**config.mk**
```make
export PLATFORM = sky130hd
export DESIGN_NAME = zq_zeroize_seq
export DESIGN_NICKNAME = d
export VERILOG_FILES = /design/src/rtl/zq_pkg.sv /design/src/rtl/zq_req_reg.sv /design/src/rtl/zq_pick_lowest.sv /design/src/rtl/zq_addr_gen.sv /design/src/rtl/zq_zeroize_seq.sv
export SDC_FILE = /design/constraint.sdc
export NUM_CORES = 1
export LEC_CHECK = 0
export BUFFER_PORTS_ARGS = -buffer_cell sky130_fd_sc_hd__clkbuf_2
export CAP_MARGIN = 20
export CORE_MARGIN = 1.5
export CORE_UTILIZATION = 48
export DETAILED_ROUTE_END_ITERATION = 7
export PLACE_DENSITY = 0.86
export SYNTH_ARGS = -nofsm -noshare
export SYNTH_HDL_FRONTEND = slang
export SYNTH_SLANG_ARGS = --single-unit
```
**constraint.sdc**
```tcl
create_clock -name clk -period 2.1 [get_ports clk]
set_input_delay 0.21 -clock clk [delete_from_list [all_inputs] [get_ports clk]]
set_output_delay 0.21 -clock clk [all_outputs]
set_load 0.05 [all_outputs]
```
**src/rtl/zq_pkg.sv**
```systemverilog
package zq_pkg;
   // Number of data words needed to cover a bank of the given size in KiB.
   function automatic int unsigned kib_to_words(int unsigned kib, int unsigned data_w);
      return (kib * 1024 * 8) / data_w;
   endfunction
endpackage

```
**src/rtl/zq_req_reg.sv**
```systemverilog
module zq_req_reg #(
   parameter int unsigned NB = 4,
   parameter int unsigned IW = (NB > 1) ? $clog2(NB) : 1
) (
   input  logic          clk,
   input  logic          rst_n,
   input  logic          wr_en,
   input  logic [NB-1:0] wr_bits,
   input  logic          clr_en,
   input  logic [IW-1:0] clr_idx,
   output logic [NB-1:0] pending,
   output logic          done
);
   logic [NB-1:0] clr_mask;
   logic [NB-1:0] pending_nxt;

   always_comb begin
      clr_mask    = clr_en ? (NB'(1) << clr_idx) : '0;
      // a new request of the same bit wins over its completion
      pending_nxt = (pending & ~clr_mask) | (wr_en ? wr_bits : '0);
   end

   always_ff @(posedge clk) begin
      if (!rst_n) begin
         pending <= '0;
         done    <= 1'b0;
      end else begin
         pending <= pending_nxt;
         done    <= (|pending) && (pending_nxt == '0);
      end
   end

   // written bits are present in the pending set on the next cycle
   a_r8_merge_kept: assert property (@(posedge clk) disable iff (!rst_n)
      wr_en |=> ((pending & $past(wr_bits)) == $past(wr_bits)));
   // done only with an empty pending set
   a_r9_done_empty: assert property (@(posedge clk) disable iff (!rst_n)
      done |-> (pending == '0));
   // the pending set emptying always produces done
   a_r9_done_on_fall: assert property (@(posedge clk) disable iff (!rst_n)
      $fell(|pending) |-> done);
endmodule

```
**src/rtl/zq_pick_lowest.sv**
```systemverilog
module zq_pick_lowest #(
   parameter int unsigned NB = 4,
   parameter int unsigned IW = (NB > 1) ? $clog2(NB) : 1
) (
   input  logic [NB-1:0] mask,
   output logic          found,
   output logic [IW-1:0] idx
);
   always_comb begin
      found = |mask;
      idx   = '0;
      for (int i = NB - 1; i >= 0; i--) begin
         if (mask[i]) idx = IW'(i);
      end
   end
endmodule

```
**src/rtl/zq_addr_gen.sv**
```systemverilog
module zq_addr_gen #(
   parameter int unsigned NB = 4,
   parameter int unsigned AW = 15,
   parameter int unsigned BANK_WORDS [NB] = '{8192, 8192, 12288, 4096},
   parameter int unsigned IW = (NB > 1) ? $clog2(NB) : 1
) (
   input  logic          clk,
   input  logic          rst_n,
   input  logic          start,
   input  logic [IW-1:0] start_idx,
   input  logic          step,
   output logic          active,
   output logic [IW-1:0] cur_idx,
   output logic [AW-1:0] addr,
   output logic          last
);
   function automatic int unsigned base_of(int unsigned k);
      int unsigned s = 0;
      for (int unsigned i = 0; i < k; i++) s += BANK_WORDS[i];
      return s;
   endfunction

   logic [AW-1:0] base_lut [NB];
   logic [AW-1:0] end_lut  [NB];
   logic [AW-1:0] off;

   for (genvar g = 0; g < NB; g++) begin : g_lut
      assign base_lut[g] = AW'(base_of(g));
      assign end_lut[g]  = AW'(BANK_WORDS[g] - 1);
   end

   assign addr = base_lut[cur_idx] + off;
   assign last = (off == end_lut[cur_idx]);

   always_ff @(posedge clk) begin
      if (!rst_n) begin
         active  <= 1'b0;
         cur_idx <= '0;
         off     <= '0;
      end else if (start && !active) begin
         active  <= 1'b1;
         cur_idx <= start_idx;
         off     <= '0;
      end else if (step && active) begin
         if (last) active <= 1'b0;
         else      off    <= off + 1'b1;
      end
   end

   // consecutive words of a bank are at consecutive addresses
   a_r4_addr_step: assert property (@(posedge clk) disable iff (!rst_n)
      (step && active && !last) |=> (addr == $past(addr) + 1'b1));
   // without a step the address holds
   a_r5_stall_hold: assert property (@(posedge clk) disable iff (!rst_n)
      (active && !step) |=> (active && $stable(addr)));
   // the active bank is never swapped before its last word
   a_r8_no_restart: assert property (@(posedge clk) disable iff (!rst_n)
      (active && !(step && last)) |=> (active && $stable(cur_idx)));
endmodule

```
**src/rtl/zq_zeroize_seq.sv**
```systemverilog
module zq_zeroize_seq #(
   parameter int unsigned NUM_BANKS = 4,
   parameter int unsigned DATA_W    = 32,
   parameter int unsigned ADDR_W    = 15,
   parameter int unsigned BANK_WORDS [NUM_BANKS] = '{
      zq_pkg::kib_to_words(32, DATA_W), zq_pkg::kib_to_words(32, DATA_W),
      zq_pkg::kib_to_words(48, DATA_W), zq_pkg::kib_to_words(16, DATA_W)}
) (
   input  logic                 clk,
   input  logic                 rst_n,
   input  logic                 req_we,
   input  logic [NUM_BANKS-1:0] req_bits,
   input  logic                 mem_grant,
   output logic [ADDR_W-1:0]    mem_addr,
   output logic [DATA_W-1:0]    mem_wdata,
   output logic                 mem_we,
   output logic [NUM_BANKS-1:0] req_pending,
   output logic                 busy,
   output logic                 done
);
   localparam int unsigned IW = (NUM_BANKS > 1) ? $clog2(NUM_BANKS) : 1;

   function automatic longint unsigned total_words();
      longint unsigned s = 0;
      for (int unsigned i = 0; i < NUM_BANKS; i++) s += BANK_WORDS[i];
      return s;
   endfunction

   initial begin
      assert (NUM_BANKS >= 1) else $error("NUM_BANKS must be at least 1");
      assert (DATA_W >= 1) else $error("DATA_W must be at least 1");
      assert (total_words() <= (64'd1 << ADDR_W)) else $error("ADDR_W too narrow for the banks");
      for (int unsigned i = 0; i < NUM_BANKS; i++)
         assert (BANK_WORDS[i] > 0) else $error("bank %0d has zero size", i);
   end

   logic          found, active, last;
   logic [IW-1:0] pick_idx, cur_idx;

   zq_pick_lowest #(.NB(NUM_BANKS), .IW(IW)) u_pick (
      .mask (req_pending),
      .found(found),
      .idx  (pick_idx)
   );

   zq_addr_gen #(.NB(NUM_BANKS), .AW(ADDR_W), .BANK_WORDS(BANK_WORDS), .IW(IW)) u_addr (
      .clk      (clk),
      .rst_n    (rst_n),
      .start    (found && !active),
      .start_idx(pick_idx),
      .step     (mem_we),
      .active   (active),
      .cur_idx  (cur_idx),
      .addr     (mem_addr),
      .last     (last)
   );

   zq_req_reg #(.NB(NUM_BANKS), .IW(IW)) u_req (
      .clk    (clk),
      .rst_n  (rst_n),
      .wr_en  (req_we),
      .wr_bits(req_bits),
      .clr_en (mem_we && last),
      .clr_idx(cur_idx),
      .pending(req_pending),
      .done   (done)
   );

   assign mem_we    = active && mem_grant;
   assign mem_wdata = '0;
   assign busy      = |req_pending;

   // completing a bank drops its bit unless re-requested in the same cycle
   a_r6_self_clear: assert property (@(posedge clk) disable iff (!rst_n)
      (mem_we && last && !(req_we && req_bits[cur_idx])) |=> !req_pending[$past(cur_idx)]);
   // any pending bank is taken up on the next cycle when idle
   a_r2_serve: assert property (@(posedge clk) disable iff (!rst_n)
      (busy && !active) |=> active);
   // an active bank always has its pending bit set
   a_r7_active_pending: assert property (@(posedge clk) disable iff (!rst_n)
      active |-> req_pending[cur_idx]);
endmodule

```
==> reports/summary.txt, run 1 <==
Die height - 60.0 um
Critical path required time - 1.89 ns
Post-synthesis cell type count - 45
Core area - 3080 sq um
Total chip power - 0.000975 W
Syn-to-layout area delta - 4.17%
Register bit count reported by yosys - 23
DRC - 0
Final setup viols - 0
Critical path data arrival time - 1.87 ns
Hold buffers post-CTS - 0
Pre-CTS WS - 0.146 ns
Area leader, netlist - dfxtp_1
Starting Density - 50.7%
DIE WIDTH - 60.0 um
Hold crit path type - in2reg
Average size of a mapped cell - 8.48 sq um
Final Max Tran Viols - 0
Initial antenna violation count - 0
GPL Wtd Cong - 0.876
Placed cell area - 1550 sq um
Least-Margin Pin Slew - 0.535 ns
Clock Latency Late Sink - 0.31 ns
Clk buf depth - 2
I/O pin cnt - 62
Cell area after layout - 1630 sq um
CTS buffer count - 3
# Max-Cap Violations - 0
Port bufs - 29
Largest net degree at the start of global routing - 16
Nets - 216
GRT overflow - 0
FFs w/ async S/R, synth - 0%
H-tree lvl count - 1
Fraction of layout instances using a drive strength above 1 - 25.5%
Vias in the first global route - 1054
Sequential share of the synthesized area - 29.5%
Peak Freq - 481 MHz
Root buffer cell - clkbuf_4
Yosys warnings - 0
Global-route wire length before repair - 4670 um
Relative slew slack - 64.2%
Yosys top cell area share - 29.5%
Clock slew at reported path FFs - 0.12 ns
FP Rows - 20
DRT iter0 DRCs - 40
Setup repair after global routing missed its margin - true
Antenna-violating nets left - 0
Main synth FF type - dfxtp_1
Syn Inst Count - 184
Startpoint Class - flip-flop
Clock sink total - 23
Run status - finished clean
Clk_skew - 0.00330 ns
VDD IR max - 0.282 mV
Final setup margin - 0.0189 ns
Post-synth EDFFs - 0
Wire per inst - 11.6 um
Crit end category - output port
Fin crit share - 99.1%
Pleak - 0.697 nW
Register-to-register setup slack - 0.18 ns
Crit path max fanout - 2
Most common cell after layout, fill and taps aside - conb_1
Total routed wirelength - 2880 um
DR vias/cell - 5.03
Setup CP Type - reg2out
Post-Layout Cell Count - 248
Die ar. - 3600 sq um
Placed Cells - 243
Post-Syn Area - 1560 sq um
Post-layout min period - 2.08 ns
N_diodes - 0
DR vias - 1247
All-Layer GR Usage - 17.1%
Most frequent cells in the layout - conb_1 (32), clkbuf_2 (28), dfxtp_1 (21), nor2_1 (12), a21oi_1 (11)
Synth top area cells - dfxtp_1 (30%), buf_4 (21%), xnor2_1 (4.5%), a21oi_1 (3.5%), nor2_1 (2.9%)
Pwr dens - 600 nW/um^2
Final Hold Viols - 0
DP Wirelength - 2160 um
First-pass DRT Iterations - 4
CTS tree - yes
[power breakdown]
| part | internal, W | switching, W |
|---|---|---|
| Sequential | 0.000451 | 0.0000153 |
| Combinational | 0.0000595 | 0.000246 |
| Clock | 0.0000743 | 0.000129 |
| Total | 0.000585 | 0.000390 |
[cells in the mapped netlist, types with 2 or more instances]
library cell and n:
ha_1 2, xnor2_1 8, a31oi_1 5, buf_4 44, nor2_1 12, nand3_1 3
and4_1 3, nor2b_1 2, or3_1 3, a311oi_1 2, buf_2 3, nand2_1 10
xor2_1 2, and2_1 5, o31ai_1 2, a21oi_1 11, dfxtp_1 23, a211oi_1 4
nand4_1 3, or4_1 2, inv_1 8, o21ai_0 4
[repair_timing]
action | 4_1_cts | 5_1_grt
hold endpoints to repair | 0 | 0
pin swaps | 1 | 3
buffers inserted | 1 | 0
gates resized for setup | 5 | 6
endpoints found under the setup margin | 1 | 1
[cell families (layout without fill, tap and decap cells)]
kind of cell    after synthesis  after routing  share of synthesized area, %
xor+xnor                     10             10                          5.61
buf+inv                      57             46                          25.0
flops                        23             23                          29.5
compound gates               35             35                          16.0
mux                           1              1                         0.642
other cells                   1             32                         0.240
fa+ha+maj                     3              3                          2.89
simple gates                 54             54                          20.1
[worst max-delay path, stage by stage, from the launching register on]
cell	delay [ns]
dfxtp_2	0.35
and2_4	0.16
ha_4	0.12
inv_2	0.03
fa_2	0.36
xor2_2	0.17
xnor2_2	0.19
buf_8	0.17
[flip-flops by register name, summed over array words and instances (netlist names)]
name,count
u_addr.cur_idx,2
u_addr.active,1
u_req.pending,4
u_req.done,1
u_addr.off,15
[stage by stage]
| step | hold slack (ns) | setup TNS [ns] | utilization [%] |
|---|---|---|---|
| 2_1_floorplan | 0.332 | 0 | - |
| 3_3_place_gp | 0.489 | 0 | 50.5 |
| 3_5_place_dp | 0.495 | 0 | 50.5 |
| 4_1_cts | 0.217 | 0 | 52.2 |
| 5_1_grt | 0.204 | -0.0545 | 52.8 |
| 6_report | 0.209 | 0 | 52.8 |
[worst paths after layout]
| kind | start | end | depth (start not counted) |
|---|---|---|---|
| setup reg to reg | u_addr.off[0]$_SDFFE_PP0P_ | u_req.done$_SDFF_PN0_ | 6 |
| setup / recovery | u_addr.cur_idx[1]$_SDFFE_PN0P_ | mem_addr[14] | 7 |
| hold reg to reg | u_addr.off[6]$_SDFFE_PP0P_ | u_addr.off[6]$_SDFFE_PP0P_ | 2 |
| hold / removal | req_bits[1] | u_req.done$_SDFF_PN0_ | 3 |
[cell type report]
type,count,area [sq um]
Multi-Input combinational cell,135,858
Tap cell,44,55.1
Sequential cell,23,463
Timing Repair Buffer,34,193
Inverter,8,30.0
Clock buffer,4,26.3
Fill cell,315,1450
[layer usage]
metal / part of all wire, % / global-route usage (%)
met1: 43 / 23.4
met2: 47 / 25.9
met3: 8.1 / 2.38
met4: 1.8 / 9.21
met5: 0 / 0
No activity file was read; power rests on OpenSTA's default activity.
==> run 2: changes to the inputs <==
- CORE_ASPECT_RATIO: unset -> 1.75
==> reports/summary.txt, run 2 (synthesis results as in run 1) <==
First-pass DRT Iterations - 4
DIE WIDTH - 46.1 um
Core area - 3110 sq um
Crit end category - output port
Crit path max fanout - 2
Clk buf depth - 2
Setup repair after global routing missed its margin - false
Placed cell area - 1550 sq um
CTS tree - yes
Post-Layout Cell Count - 245
Most common cell after layout, fill and taps aside - conb_1
DRT iter0 DRCs - 23
Post-CTS Setup Repair Bufs - 0
Number of flip-flops in the largest register - 15
Final setup viols - 0
I/O pin cnt - 62
Run status - finished clean
Clk_skew - 0.00219 ns
Antenna-violating nets left - 0
Initial antenna violation count - 0
Pre-CTS WS - 0.236 ns
FP Rows - 27
Largest net degree at the start of global routing - 16
DR vias - 1232
DP Wirelength - 2250 um
Critical path required time - 1.89 ns
Die ar. - 3610 sq um
Pleak - 0.697 nW
Clock Latency Late Sink - 0.26 ns
Least-Margin Pin Slew - 0.497 ns
CTS buffer count - 3
Hold crit path type - in2reg
Most flop-heavy register - u_addr.off
Fillers - 328
Fraction of layout instances using a drive strength above 1 - 22.8%
Relative slew slack - 66.8%
Wire per inst - 11.7 um
Port bufs - 29
N_diodes - 0
Peak Freq - 510 MHz
Setup CP Type - reg2out
Clock sink total - 23
VDD IR max - 0.434 mV
Cell area after layout - 1610 sq um
Placed Cells - 241
Nets - 214
Final Max Tran Viols - 0
H-tree lvl count - 1
Final Hold Viols - 0
Pwr dens - 644 nW/um^2
Startpoint Class - flip-flop
Fin crit share - 93.4%
# Max-Cap Violations - 0
Syn-to-layout area delta - 3.05%
All-Layer GR Usage - 17.0%
Final setup margin - 0.139 ns
GRT overflow - 0
GPL Wtd Cong - 0.783
Clock slew at reported path FFs - 0.08 ns
Multi-input logic area - 843 sq um
Total routed wirelength - 2870 um
Root buffer cell - clkbuf_8
Starting Density - 50.2%
DRC - 0
Vias in the first global route - 1091
DR vias/cell - 5.03
Setup TNS Final - 0 ns
Critical path data arrival time - 1.75 ns
Largest regs - u_addr.off: 15 flops, u_req.pending: 4 flops, u_addr.cur_idx: 2 flops
Post-layout min period - 1.96 ns
Sequential Area - 460 sq um
Most frequent cells in the layout - conb_1 (32), clkbuf_2 (28), dfxtp_1 (23), nor2_1 (12), a21oi_1 (11)
Die height - 78.4 um
Global-route wire length before repair - 4660 um
## run 2: changes by cell type in the layout (fill, tap and decap cells not counted), moves of 2 or more
cell and delta:
clkbuf_4 -3, dfxtp_1 +2, buf_4 -2, clkbuf_8 +3, dfxtp_2 -2
## run 2: final cells by class
cell class                      instances  share of cell area (%)
Multi-Input combinational cell        135                    52.5
Inverter                                8                    1.87
Sequential cell                        23                    28.6
Clock buffer                            3                    2.57
Clock inverter                          1                   0.311
Timing Repair Buffer                   32                    10.8
Tap cell                               43                    3.35
## run 2: repair_timing
action	in CTS	in global routing
endpoints found under the setup margin	1	1
hold buffers	0	0
gates resized for setup	2	3
## run 2: path summary, 6_finish.rpt
path	depth (start not counted)	slack (ns)	endpoint	from
hold / removal	2	0.27	u_addr.active$_SDFFE_PN0P_	rst_n
setup / recovery	7	0.14	mem_addr[14]	u_addr.cur_idx[1]$_SDFFE_PN0P_
hold reg to reg	2	0.50	u_addr.off[6]$_SDFFE_PP0P_	u_addr.off[6]$_SDFFE_PP0P_
setup reg to reg	6	0.19	u_req.done$_SDFF_PN0_	u_addr.off[0]$_SDFFE_PP0P_
## run 2: metal layers
metal  global-route usage (%)  vias up  part of all wire [%]
met3                     2.53        2                   5.3
met1                     18.1      573                    37
li1                         -      604                     -
met2                     30.8       53                    57
met4                     7.14        0                   1.2
met5                        0        -                     0
## run 2: worst max-delay path, cell delays in order, from the launching register on
cell     delay [ns]
dfxtp_1        0.33
and2_1         0.15
ha_1           0.14
inv_1          0.05
fa_2           0.35
xor2_2         0.17
xnor2_2        0.13
buf_6          0.17
## run 2: power by group
part	switching, W	leakage (nW)	internal [W]	total, W
logic	0.000245	0.485	0.0000570	0.000302
clock network	0.000136	0.0255	0.000132	0.000268
registers	0.0000159	0.187	0.000450	0.000466
## run 2: through the flow
stage	power, W	hold slack (ns)	utilization, %
final	0.00104	0.272	51.7
after global routing	0.00107	0.287	51.7
after CTS	0.00104	0.268	51.5
after detailed placement	0.000773	0.495	49.7
after global placement	0.000771	0.481	49.7
after floorplan	0.000775	0.332	-
==> run 3: changes to the inputs <==
- GPL_TIMING_DRIVEN: unset -> 0
==> reports/summary.txt, run 3 (synthesis results as in run 1) <==
Post-layout min period - 2.03 ns
Worst flop-to-flop path endpoint - u_req.done$_SDFF_PN0_
Critical path buffers and inverters - 2
Syn-to-layout area delta - 28.2%
Run status - finished clean
Pleak - 0.948 nW
Vias in the first global route - 1280
Critical path required time - 1.89 ns
Most frequent cells in the layout - buf_4 (47), conb_1 (32), clkbuf_2 (28), dfxtp_1 (21), nor2_1 (12)
Hold Path Sink - u_addr.cur_idx[1]$_SDFFE_PN0P_
Wire per inst - 11.5 um
Register-to-register setup slack - 0.10 ns
Combinational power share - 32.9%
Clk buf depth - 2
DR vias - 1431
VDD IR max - 0.485 mV
Port bufs - 29
Most flop-heavy register - u_addr.off
Hold crit path type - in2reg
Core area - 3110 sq um
Hold path cells - 2
Max stage delay on crit path - 0.38 ns
GRT overflow - 0
Die height - 78.4 um
Reg2Reg Launch Point - u_addr.off[0]$_SDFFE_PP0P_
Root buffer cell - clkbuf_8
Global-route wire length before repair - 5230 um
Largest regs - u_addr.off: 15 flops, u_req.pending: 4 flops, u_addr.cur_idx: 2 flops
N_diodes - 0
Fin crit share - 96.8%
CTS buffer count - 3
Clock Latency Late Sink - 0.26 ns
Clk_skew - 0.00139 ns
Fraction of layout instances using a drive strength above 1 - 40.0%
Final Hold Viols - 0
CTS tree - yes
Sequential Area - 465 sq um
Largest net degree at the start of global routing - 13
Pwr dens - 554 nW/um^2
Fillers - 286
Largest delay contributor family on the critical path - adder cells
Final Max Tran Viols - 0
Initial antenna violation count - 0
Clock slew at reported path FFs - 0.08 ns
# Max-Cap Violations - 0
Seq pwr share - 42.0%
Number of flip-flops in the largest register - 15
DIE WIDTH - 46.1 um
Multi-input logic area - 873 sq um
Placed Cells - 287
Critical path data arrival time - 1.82 ns
Crit path max fanout - 5
First-pass DRT Iterations - 4
DRT iter0 DRCs - 32
GPL Wtd Cong - 0.762
Reg2Reg Depth - 6
Crit end category - output port
Critical Path Slowest Stage Cell - dfxtp_4
Antenna-violating nets left - 0
Die ar. - 3610 sq um
DRC - 0
Post-Layout Cell Count - 293
Setup CP Type - reg2out
Nets - 262
Final setup viols - 0
Crit path cell chain - and2_4, ha_4, inv_2, fa_2, xor2_2, xnor2_2, buf_8
Starting Density - 50.2%
I/O pin cnt - 62
All-Layer GR Usage - 18.9%
Clock sink total - 23
Total chip power - 0.00111 W
Total routed wirelength - 3360 um
Startpoint Class - flip-flop
H-tree lvl count - 1
Switching Fraction - 37.7%
DR vias/cell - 4.88
Setup repair after global routing missed its margin - true
P_int - 0.000691 W
Hold Crit Start - rst_n
Switching power - 0.000417 W
Most common cell after layout, fill and taps aside - buf_4
Peak Freq - 492 MHz
DP Wirelength - 2510 um
Clk network pwr share - 25.1%
FP Rows - 27
## run 3: cell types whose count changed in the layout (fill, tap and decap cells not counted), sizes merged
cell / delta
buf: +47
clkinv: -1
clkbuf: +2
## run 3: worst reg2reg max path, cell delays in order, from the launching register on
cell and delay [ns]:
dfxtp_1 0.43, ha_4 0.20, and4_2 0.30, and4b_2 0.29
nand2_1 0.11, a221o_1 0.33, nor4b_2 0.26
## run 3: final cells by class
| class | count | share of cell area [%] |
|---|---|---|
| Tap cell | 43 | 2.69 |
| Sequential cell | 23 | 23.3 |
| Timing Repair Buffer | 32 | 8.88 |
| Inverter | 8 | 1.50 |
| Clock buffer | 4 | 2.25 |
| Buffer | 48 | 17.8 |
| Multi-Input combinational cell | 135 | 43.7 |
## run 3: repair_timing
item / CTS / global route
setup buffers: 1 / 2
hold buffers: 0 / 0
setup endpoints to repair: 3 / 3
gates resized for setup: 10 / 8
pin swaps: 1 / 3
## run 3: power by group through the flow
stage                     sequential [W]  clock (W)  combinational, W
after CTS                       0.000464   0.000282          0.000360
after floorplan                 0.000492          0          0.000283
after detailed placement        0.000473          0          0.000348
after global routing            0.000468   0.000302          0.000382
after global placement          0.000472          0          0.000344
final                           0.000466   0.000278          0.000364
## run 3: worst max path at each step
| stage | startpoint | end | slack [ns] | cells after the start |
|---|---|---|---|---|
| 2_1_floorplan | u_addr.cur_idx[1]$_SDFFE_PN0P_ | mem_addr[14] | 0.09 | 7 |
| 3_3_place_gp | u_addr.cur_idx[1]$_SDFFE_PN0P_ | mem_addr[14] | 0.006 | 8 |
| 3_5_place_dp | u_addr.cur_idx[1]$_SDFFE_PN0P_ | mem_addr[14] | -0.007 | 8 |
| 4_1_cts | u_addr.cur_idx[1]$_SDFFE_PN0P_ | mem_addr[14] | 0.01 | 8 |
| 5_1_grt | u_addr.cur_idx[0]$_SDFFE_PN0P_ | mem_addr[14] | -0.003 | 7 |
| 6_report | u_addr.cur_idx[0]$_SDFFE_PN0P_ | mem_addr[14] | 0.07 | 7 |
## run 3: metal layers
| metal | vias up | global-route usage, % | wire length, um |
|---|---|---|---|
| met1 | 651 | 19.0 | 1190 |
| met4 | 0 | 10.0 | 148 |
| met5 | - | 0 | 0 |
| li1 | 697 | - | - |
| met3 | 17 | 2.30 | 195 |
| met2 | 66 | 34.6 | 1830 |
## run 3: per-stage QoR
step	utilization [%]	worst slack (ns)	TNS, ns	hold WS [ns]	instance area (sq um)
CTS	63.3	0.00986	0	0.263	1970
global route	64.4	-0.00318	-0.00318	0.272	2000
floorplan	-	0.0880	0	0.332	1680
global placement	60.6	0.00588	0	0.479	1880
detailed placement	60.6	-0.00734	-0.00734	0.505	1880
finish	64.4	0.0662	0	0.261	2000
